[config.mk]
export PLATFORM = sky130hd
export DESIGN_NAME = frame_readout_dma
export DESIGN_NICKNAME = d
export VERILOG_FILES = /design/src/rtl/frd_pkg.sv /design/src/rtl/frd_pace_timer.sv /design/src/rtl/frd_addr_counter.sv /design/src/rtl/frd_serializer.sv /design/src/rtl/frame_readout_dma.sv
export SDC_FILE = /design/constraint.sdc
export NUM_CORES = 1
export LEC_CHECK = 0
export ABC_CLOCK_PERIOD_IN_PS = 2700
export CAP_MARGIN = 25
export CELL_PAD_IN_SITES_DETAIL_PLACEMENT = 0
export CELL_PAD_IN_SITES_GLOBAL_PLACEMENT = 2
export CORE_UTILIZATION = 31
export DETAILED_ROUTE_END_ITERATION = 8
export GPL_TIMING_DRIVEN = 0
export PLACE_DENSITY = 0.87
export SETUP_SLACK_MARGIN = 0.02
export SYNTH_ARGS = -nofsm -noshare
export SYNTH_HDL_FRONTEND = slang
export SYNTH_SLANG_ARGS = --single-unit
[constraint.sdc]
create_clock -name clk -period 2.7 [get_ports clk]
set_input_delay 0.54 -clock clk [delete_from_list [all_inputs] [get_ports clk]]
set_output_delay 0.54 -clock clk [all_outputs]
set_load 0.01 [all_outputs]
[src/rtl/frd_pkg.sv]
// Shared types for the frame readout controller.
// Assumes: nothing beyond IEEE 1800-2017.
package frd_pkg;
    typedef enum logic [2:0] {
        ST_IDLE,
        ST_WAIT_FRAME,
        ST_PREP,
        ST_FETCH,
        ST_STROBE,
        ST_LATCH,
        ST_SEND_HI,
        ST_SEND_LO
    } frd_state_t;
endpackage

[src/rtl/frd_pace_timer.sv]
// Counts cycles since the last read strobe, saturating at PACE_CYC.
// Assumes: PACE_CYC >= 2. The preset makes the next strobe eligible at once.
module frd_pace_timer #(
    parameter int PACE_CYC = 50
) (
    input  logic clk,
    input  logic rst_n,
    input  logic preset,
    input  logic restart,
    output logic pace_ok
);
    localparam int CW = $clog2(PACE_CYC + 1);
    localparam logic [CW-1:0] LIMIT = CW'(PACE_CYC);
    localparam logic [CW-1:0] READY_AT = CW'(PACE_CYC - 1);

    logic [CW-1:0] gap_q;

    // Track elapsed cycles since the most recent strobe.
    always_ff @(posedge clk) begin
        if (!rst_n)          gap_q <= '0;
        else if (preset)     gap_q <= LIMIT;
        else if (restart)    gap_q <= CW'(1);
        else if (gap_q < LIMIT) gap_q <= gap_q + CW'(1);
    end

    assign pace_ok = (gap_q >= READY_AT);
endmodule

[src/rtl/frd_addr_counter.sv]
// Sequential read address counter, loaded with the first address and stepped by one.
// Assumes: load and step are never asserted together.
module frd_addr_counter #(
    parameter int ADDR_W = 20,
    parameter logic [ADDR_W-1:0] START_ADDR = '0,
    parameter logic [ADDR_W-1:0] STOP_ADDR  = '1
) (
    input  logic              clk,
    input  logic              rst_n,
    input  logic              load,
    input  logic              step,
    output logic [ADDR_W-1:0] addr,
    output logic              at_last
);
    // Hold the current read address.
    always_ff @(posedge clk) begin
        if (!rst_n)    addr <= START_ADDR;
        else if (load) addr <= START_ADDR;
        else if (step) addr <= addr + ADDR_W'(1);
    end

    assign at_last = (addr == STOP_ADDR);
endmodule

[src/rtl/frd_serializer.sv]
// Holds one memory word and presents its upper or lower half as the output byte.
// Assumes: PIX_W is even; the upper half is luma and is sent first.
module frd_serializer #(
    parameter int PIX_W = 16
) (
    input  logic               clk,
    input  logic               rst_n,
    input  logic               capture,
    input  logic               pick_low,
    input  logic [PIX_W-1:0]   word_in,
    output logic [PIX_W/2-1:0] byte_out
);
    localparam int BYTE_W = PIX_W / 2;

    logic [PIX_W-1:0] word_q;

    // Latch the word returned by memory.
    always_ff @(posedge clk) begin
        if (!rst_n)       word_q <= '0;
        else if (capture) word_q <= word_in;
    end

    assign byte_out = pick_low ? word_q[BYTE_W-1:0] : word_q[PIX_W-1:BYTE_W];
endmodule

[src/rtl/frame_readout_dma.sv]
// Frame readout controller. It serves one host request: it waits for frame completion,
// inhibits writes, reads START_ADDR..STOP_ADDR paced by PACE_CYC cycles, and
// emits each word as two bytes.
// Assumes: frame_done is a one-cycle pulse; rd_data is valid the cycle after rd_strobe.
module frame_readout_dma #(
    parameter int ADDR_W = 20,
    parameter int PIX_W  = 16,
    parameter logic [ADDR_W-1:0] START_ADDR = '0,
    parameter logic [ADDR_W-1:0] STOP_ADDR  = 20'd659999,
    parameter int PACE_CYC = 50
) (
    input  logic               clk,
    input  logic               rst_n,
    input  logic               read_req,
    input  logic               frame_done,
    input  logic [PIX_W-1:0]   rd_data,
    input  logic               byte_ready,
    output logic [ADDR_W-1:0]  rd_addr,
    output logic               rd_strobe,
    output logic               wr_inhibit,
    output logic               read_ack,
    output logic               byte_valid,
    output logic [PIX_W/2-1:0] byte_data
);
    import frd_pkg::*;

    frd_state_t state_q, state_d;
    logic pace_ok, at_last, step_addr;

    // Advance the controller state.
    always_ff @(posedge clk) begin
        if (!rst_n) state_q <= ST_IDLE;
        else        state_q <= state_d;
    end

    // Choose the next state from the request, completion, pacing and byte handshake.
    always_comb begin
        state_d = state_q;
        case (state_q)
            ST_IDLE:       if (read_req)   state_d = ST_WAIT_FRAME;
            ST_WAIT_FRAME: if (frame_done) state_d = ST_PREP;
            ST_PREP:                       state_d = ST_FETCH;
            ST_FETCH:      if (pace_ok)    state_d = ST_STROBE;
            ST_STROBE:                     state_d = ST_LATCH;
            ST_LATCH:                      state_d = ST_SEND_HI;
            ST_SEND_HI:    if (byte_ready) state_d = ST_SEND_LO;
            ST_SEND_LO:    if (byte_ready) state_d = at_last ? ST_IDLE : ST_FETCH;
            default:                       state_d = ST_IDLE;
        endcase
    end

    assign wr_inhibit = (state_q != ST_IDLE) && (state_q != ST_WAIT_FRAME);
    assign read_ack   = wr_inhibit && (state_q != ST_PREP);
    assign rd_strobe  = (state_q == ST_STROBE);
    assign byte_valid = (state_q == ST_SEND_HI) || (state_q == ST_SEND_LO);
    assign step_addr  = (state_q == ST_SEND_LO) && byte_ready && !at_last;

    frd_pace_timer #(
        .PACE_CYC (PACE_CYC)
    ) u_pace (
        .clk     (clk),
        .rst_n   (rst_n),
        .preset  (state_q == ST_PREP),
        .restart (rd_strobe),
        .pace_ok (pace_ok)
    );

    frd_addr_counter #(
        .ADDR_W     (ADDR_W),
        .START_ADDR (START_ADDR),
        .STOP_ADDR  (STOP_ADDR)
    ) u_addr (
        .clk     (clk),
        .rst_n   (rst_n),
        .load    (state_q == ST_PREP),
        .step    (step_addr),
        .addr    (rd_addr),
        .at_last (at_last)
    );

    frd_serializer #(
        .PIX_W (PIX_W)
    ) u_ser (
        .clk      (clk),
        .rst_n    (rst_n),
        .capture  (state_q == ST_LATCH),
        .pick_low (state_q == ST_SEND_LO),
        .word_in  (rd_data),
        .byte_out (byte_data)
    );
endmodule

==> reports/results.tsv <==
stage	metric	value	unit
pwr	LEAKAGE	0.00111	µW
route	drt via density	4.67	
sta	fin. max-slew vios	0	
sta	slew margin rel.	0.656	
outcome	status	finished, final reports clean	
grt	first-pass GRT wire length	8940	µm
worst_setup_path	FF-to-FF End	u_addr.addr[9]$_SDFFE_PP0P_	
pwr	Peak VDD IR	0.208	mV
grt	vias in the first global route	1906	
worst_setup_path	critical path class	flop to output pin	
pwr	Sequential Power Share	0.524	
worst_setup_path	Reg2Reg Launch Point	u_addr.addr[0]$_SDFFE_PP0P_	
worst_setup_path	worst-path fanout max	10	
clocking	CTS H-tree depth	2	
yosys	register area share after synthesis	0.401	
route	Vias	1956	
pwr	Net Switching	387	µW
pwr	Cell Pwr Density	457	nW/µm²
clocking	CTS buffer count	5	
sta	Hold Violations, Final	0	
route	DR iter-0 viols	57	
yosys	Mapped Nets	288	
grt	antenna violations before repair	0	
yosys	Post-synth EDFFs	0	
pwr	combinational group share of total power	0.165	
yosys	synthesized cell area	2240	µm²
yosys	leading area contributor after synthesis	dfxtp_1	
route	mean routed wirelength per cell	12.3	µm
run	Max-Cap Viols	0	
grt	largest net degree at the start of global routing	15	
route	ANT nets after route	0	
floorplan	effective utilization at floorplan	0.325	
sta	Fmax	406	MHz
worst_setup_path	FF-to-FF setup slack	0.79	ns
placement	Final Wtd Congestion	0.781	
sta	Setup Viol. Count Final	0	
finish	area delta synth->final	32.7	%
grt	GRT Util Overall	0.151	
yosys	top-area cell type share of the netlist area	0.401	
sta	setup tns final	0	ns
route	drt pass-1 iters	4	
yosys	YS warnings	0	
floorplan	# rows	30	
min_path	hold path endpoint	u_ser.word_q[10]$_SDFFE_PN0N_	
floorplan	die area	7580	µm²
min_path	Hold Crit Class	flop to flop	
worst_setup_path	Reg2Reg Depth	6	
clocking	Reg clk slew, reported paths	0.09	ns
clocking	hold buffer count at CTS	0	
finish	Antenna Cells	0	
placement	HPWL after detailed placement	3800	µm
route	routed length on met2	2410	µm
sta	final hold slack	0.456	ns
route	wl on met1	2540	µm
min_path	Hold Crit Start	u_ser.word_q[10]$_SDFFE_PN0N_	
pwr	switching share of power	0.285	
floorplan	die height	87.1	µm
worst_setup_path	WP data arrival	1.92	ns
clocking	worst skew pair latency	0.30	ns
sta	post-route clock period utilization	0.912	
route	met3 WL	156	µm
pwr	Clk network pwr share	0.311	
sta	Worst-Margin Slew	0.516	ns
finish	share of layout cells above drive strength 1	0.102	
yosys	Gate Count Post-Synth	263	
sta	RSZ-0062 raised after global routing	false	
yosys	Syn Area/Cell	8.53	µm²
floorplan	Die X	87.1	µm
sta	clk_skew	0.00780	ns
floorplan	I/O pin total	53	
worst_setup_path	CP Capture Type	output pin	
grt	total global routing overflow	0	
worst_setup_path	Setup crit start kind	flop	
yosys	largest cells by area after synthesis	dfxtp_1 (40%), nand2_1 (7.0%), xor2_1 (7.0%), nor2_1 (6.0%), a21oi_1 (4.7%)	
clocking	Root Buffer	clkbuf_8	
clocking	CTS sink count	45	
floorplan	core area	6910	µm²
yosys	most common flop cell mapped by yosys	dfxtp_1	
pwr	Int Pwr	973	µW
yosys	Seq cells post-synth	45	
route	Top Layer Used	met4	
placement	I/O Buffers	52	
sta	minimum clock period	2.46	ns
finish	final net count	347	
route	DRC violations left	0	
yosys	synth unique cells	45	
route	Routed WL	5170	µm
yosys	Post-synth ARST share	0	
clocking	CTS tree	yes	
min_path	Hold Path Stages	2	
clocking	clk buf depth	2	
worst_setup_path	worst endpoint required time	2.16	ns
==> kinds of logic after synthesis <==
| logic type | Yosys count | synth area share |
|---|---|---|
| flip-flops | 45 | 0.401 |
| multiplexers | 12 | 0.0585 |
| buffers and inverters | 18 | 0.0323 |
| AND/OR/NAND/NOR | 121 | 0.295 |
| AO/OA/AOI/OAI | 42 | 0.108 |
| adder cells (fa/ha/maj) | 4 | 0.0223 |
| XOR/XNOR | 21 | 0.0819 |
==> area by class of cell <==
type	instances	area, µm²
multi-input combinational	200	1280
timing repair buffer	52	520
sequential	45	901
tap	96	120
inverter	8	30.0
buffer	10	42.5
clock inverter	2	15.0
fill	734	3930
clock buffer	6	72.6
==> layout by cell type (no fill, tap or decap), drive strengths merged, types with 3 or more instances in the layout <==
cell type / netlist / layout
nand3: 10 / 10
a21oi: 21 / 21
xnor2: 3 / 3
mux2: 9 / 9
nand2: 42 / 42
dfxtp: 45 / 45
xor2: 18 / 18
and3: 4 / 4
clkbuf: 5 / 11
buf: 5 / 5
nand2b: 4 / 4
ha: 4 / 4
clkdlybuf4s50: 0 / 52
inv: 8 / 8
o21ai: 11 / 11
nor3: 3 / 3
nor2: 36 / 36
mux2i: 3 / 3
nor4: 3 / 3
nand4: 8 / 8
==> power groups by stage <==
stage	Combinational (µW)	Sequential, µW	Clock (µW)
finish	225	713	422
global route	258	718	464
CTS	225	713	437
detailed placement	223	728	0
global placement	221	728	0
floorplan	146	723	0
==> routing by layer <==
layer / vias up / GRT usage
met1: 913 / 0.200
met4: 0 / 0.0432
met5: - / 0
met3: 6 / 0.0370
li1: 1010 / -
met2: 27 / 0.246
==> what timing repair did <==
item | CTS | global route
setup buffers | 0 | 0
endpoints found under the setup margin | 0 | 1
resized for setup | 0 | 2
hold endpoints to repair | 0 | 0
==> metrics by stage <==
step	util	worst slack [ns]	cells	instance area, µm²	power (µW)
6_report	0.431	0.238	419	2980	1360
5_1_grt	0.431	0.0599	419	2980	1440
4_1_cts	0.430	0.0817	419	2970	1370
3_5_place_dp	0.418	0.305	411	2890	951
3_3_place_gp	0.418	0.304	411	2890	949
2_1_floorplan	-	0.957	263	2240	869
==> worst max-delay path, cell delays in order (launching register included) <==
cell             delay, ns
dfxtp_1               0.39
buf_2                 0.22
nor2b_2               0.21
nor2b_2               0.24
clkdlybuf4s50_1       0.57
==> flip-flops by register name, summed over array words and instances (netlist names) <==
register / cells
u_addr.addr: 20
u_ser.word_q: 16
state_q: 3
u_pace.gap_q: 6
==> worst max-delay path by stage <==
stage,startpoint,depth (start not counted),end
finish,state_q[2]$_SDFFE_PN0P_,4,rd_strobe
global route,state_q[2]$_SDFFE_PN0P_,4,rd_strobe
CTS,state_q[2]$_SDFFE_PN0P_,4,rd_strobe
detailed placement,byte_ready,6,u_addr.addr[7]$_SDFFE_PP0P_
global placement,byte_ready,6,u_addr.addr[7]$_SDFFE_PP0P_
floorplan,u_addr.addr[0]$_SDFFE_PP0P_,6,u_addr.addr[9]$_SDFFE_PP0P_
==> cells in the mapped netlist (all sizes together), types with 2 or more instances <==
cell,n
nor4,3
clkbuf,5
a22oi,2
nand2,42
and4,2
nand3b,2
nor2,36
nor3,3
nor4b,2
buf,5
xnor2,3
o21ai,11
mux2,9
mux2i,3
dfxtp,45
nand4,8
nand2b,4
xor2,18
and3,4
ha,4
a21oi,21
nand3,10
nor2b,2
inv,8
Note: power is estimated with default switching activity, not from simulation.
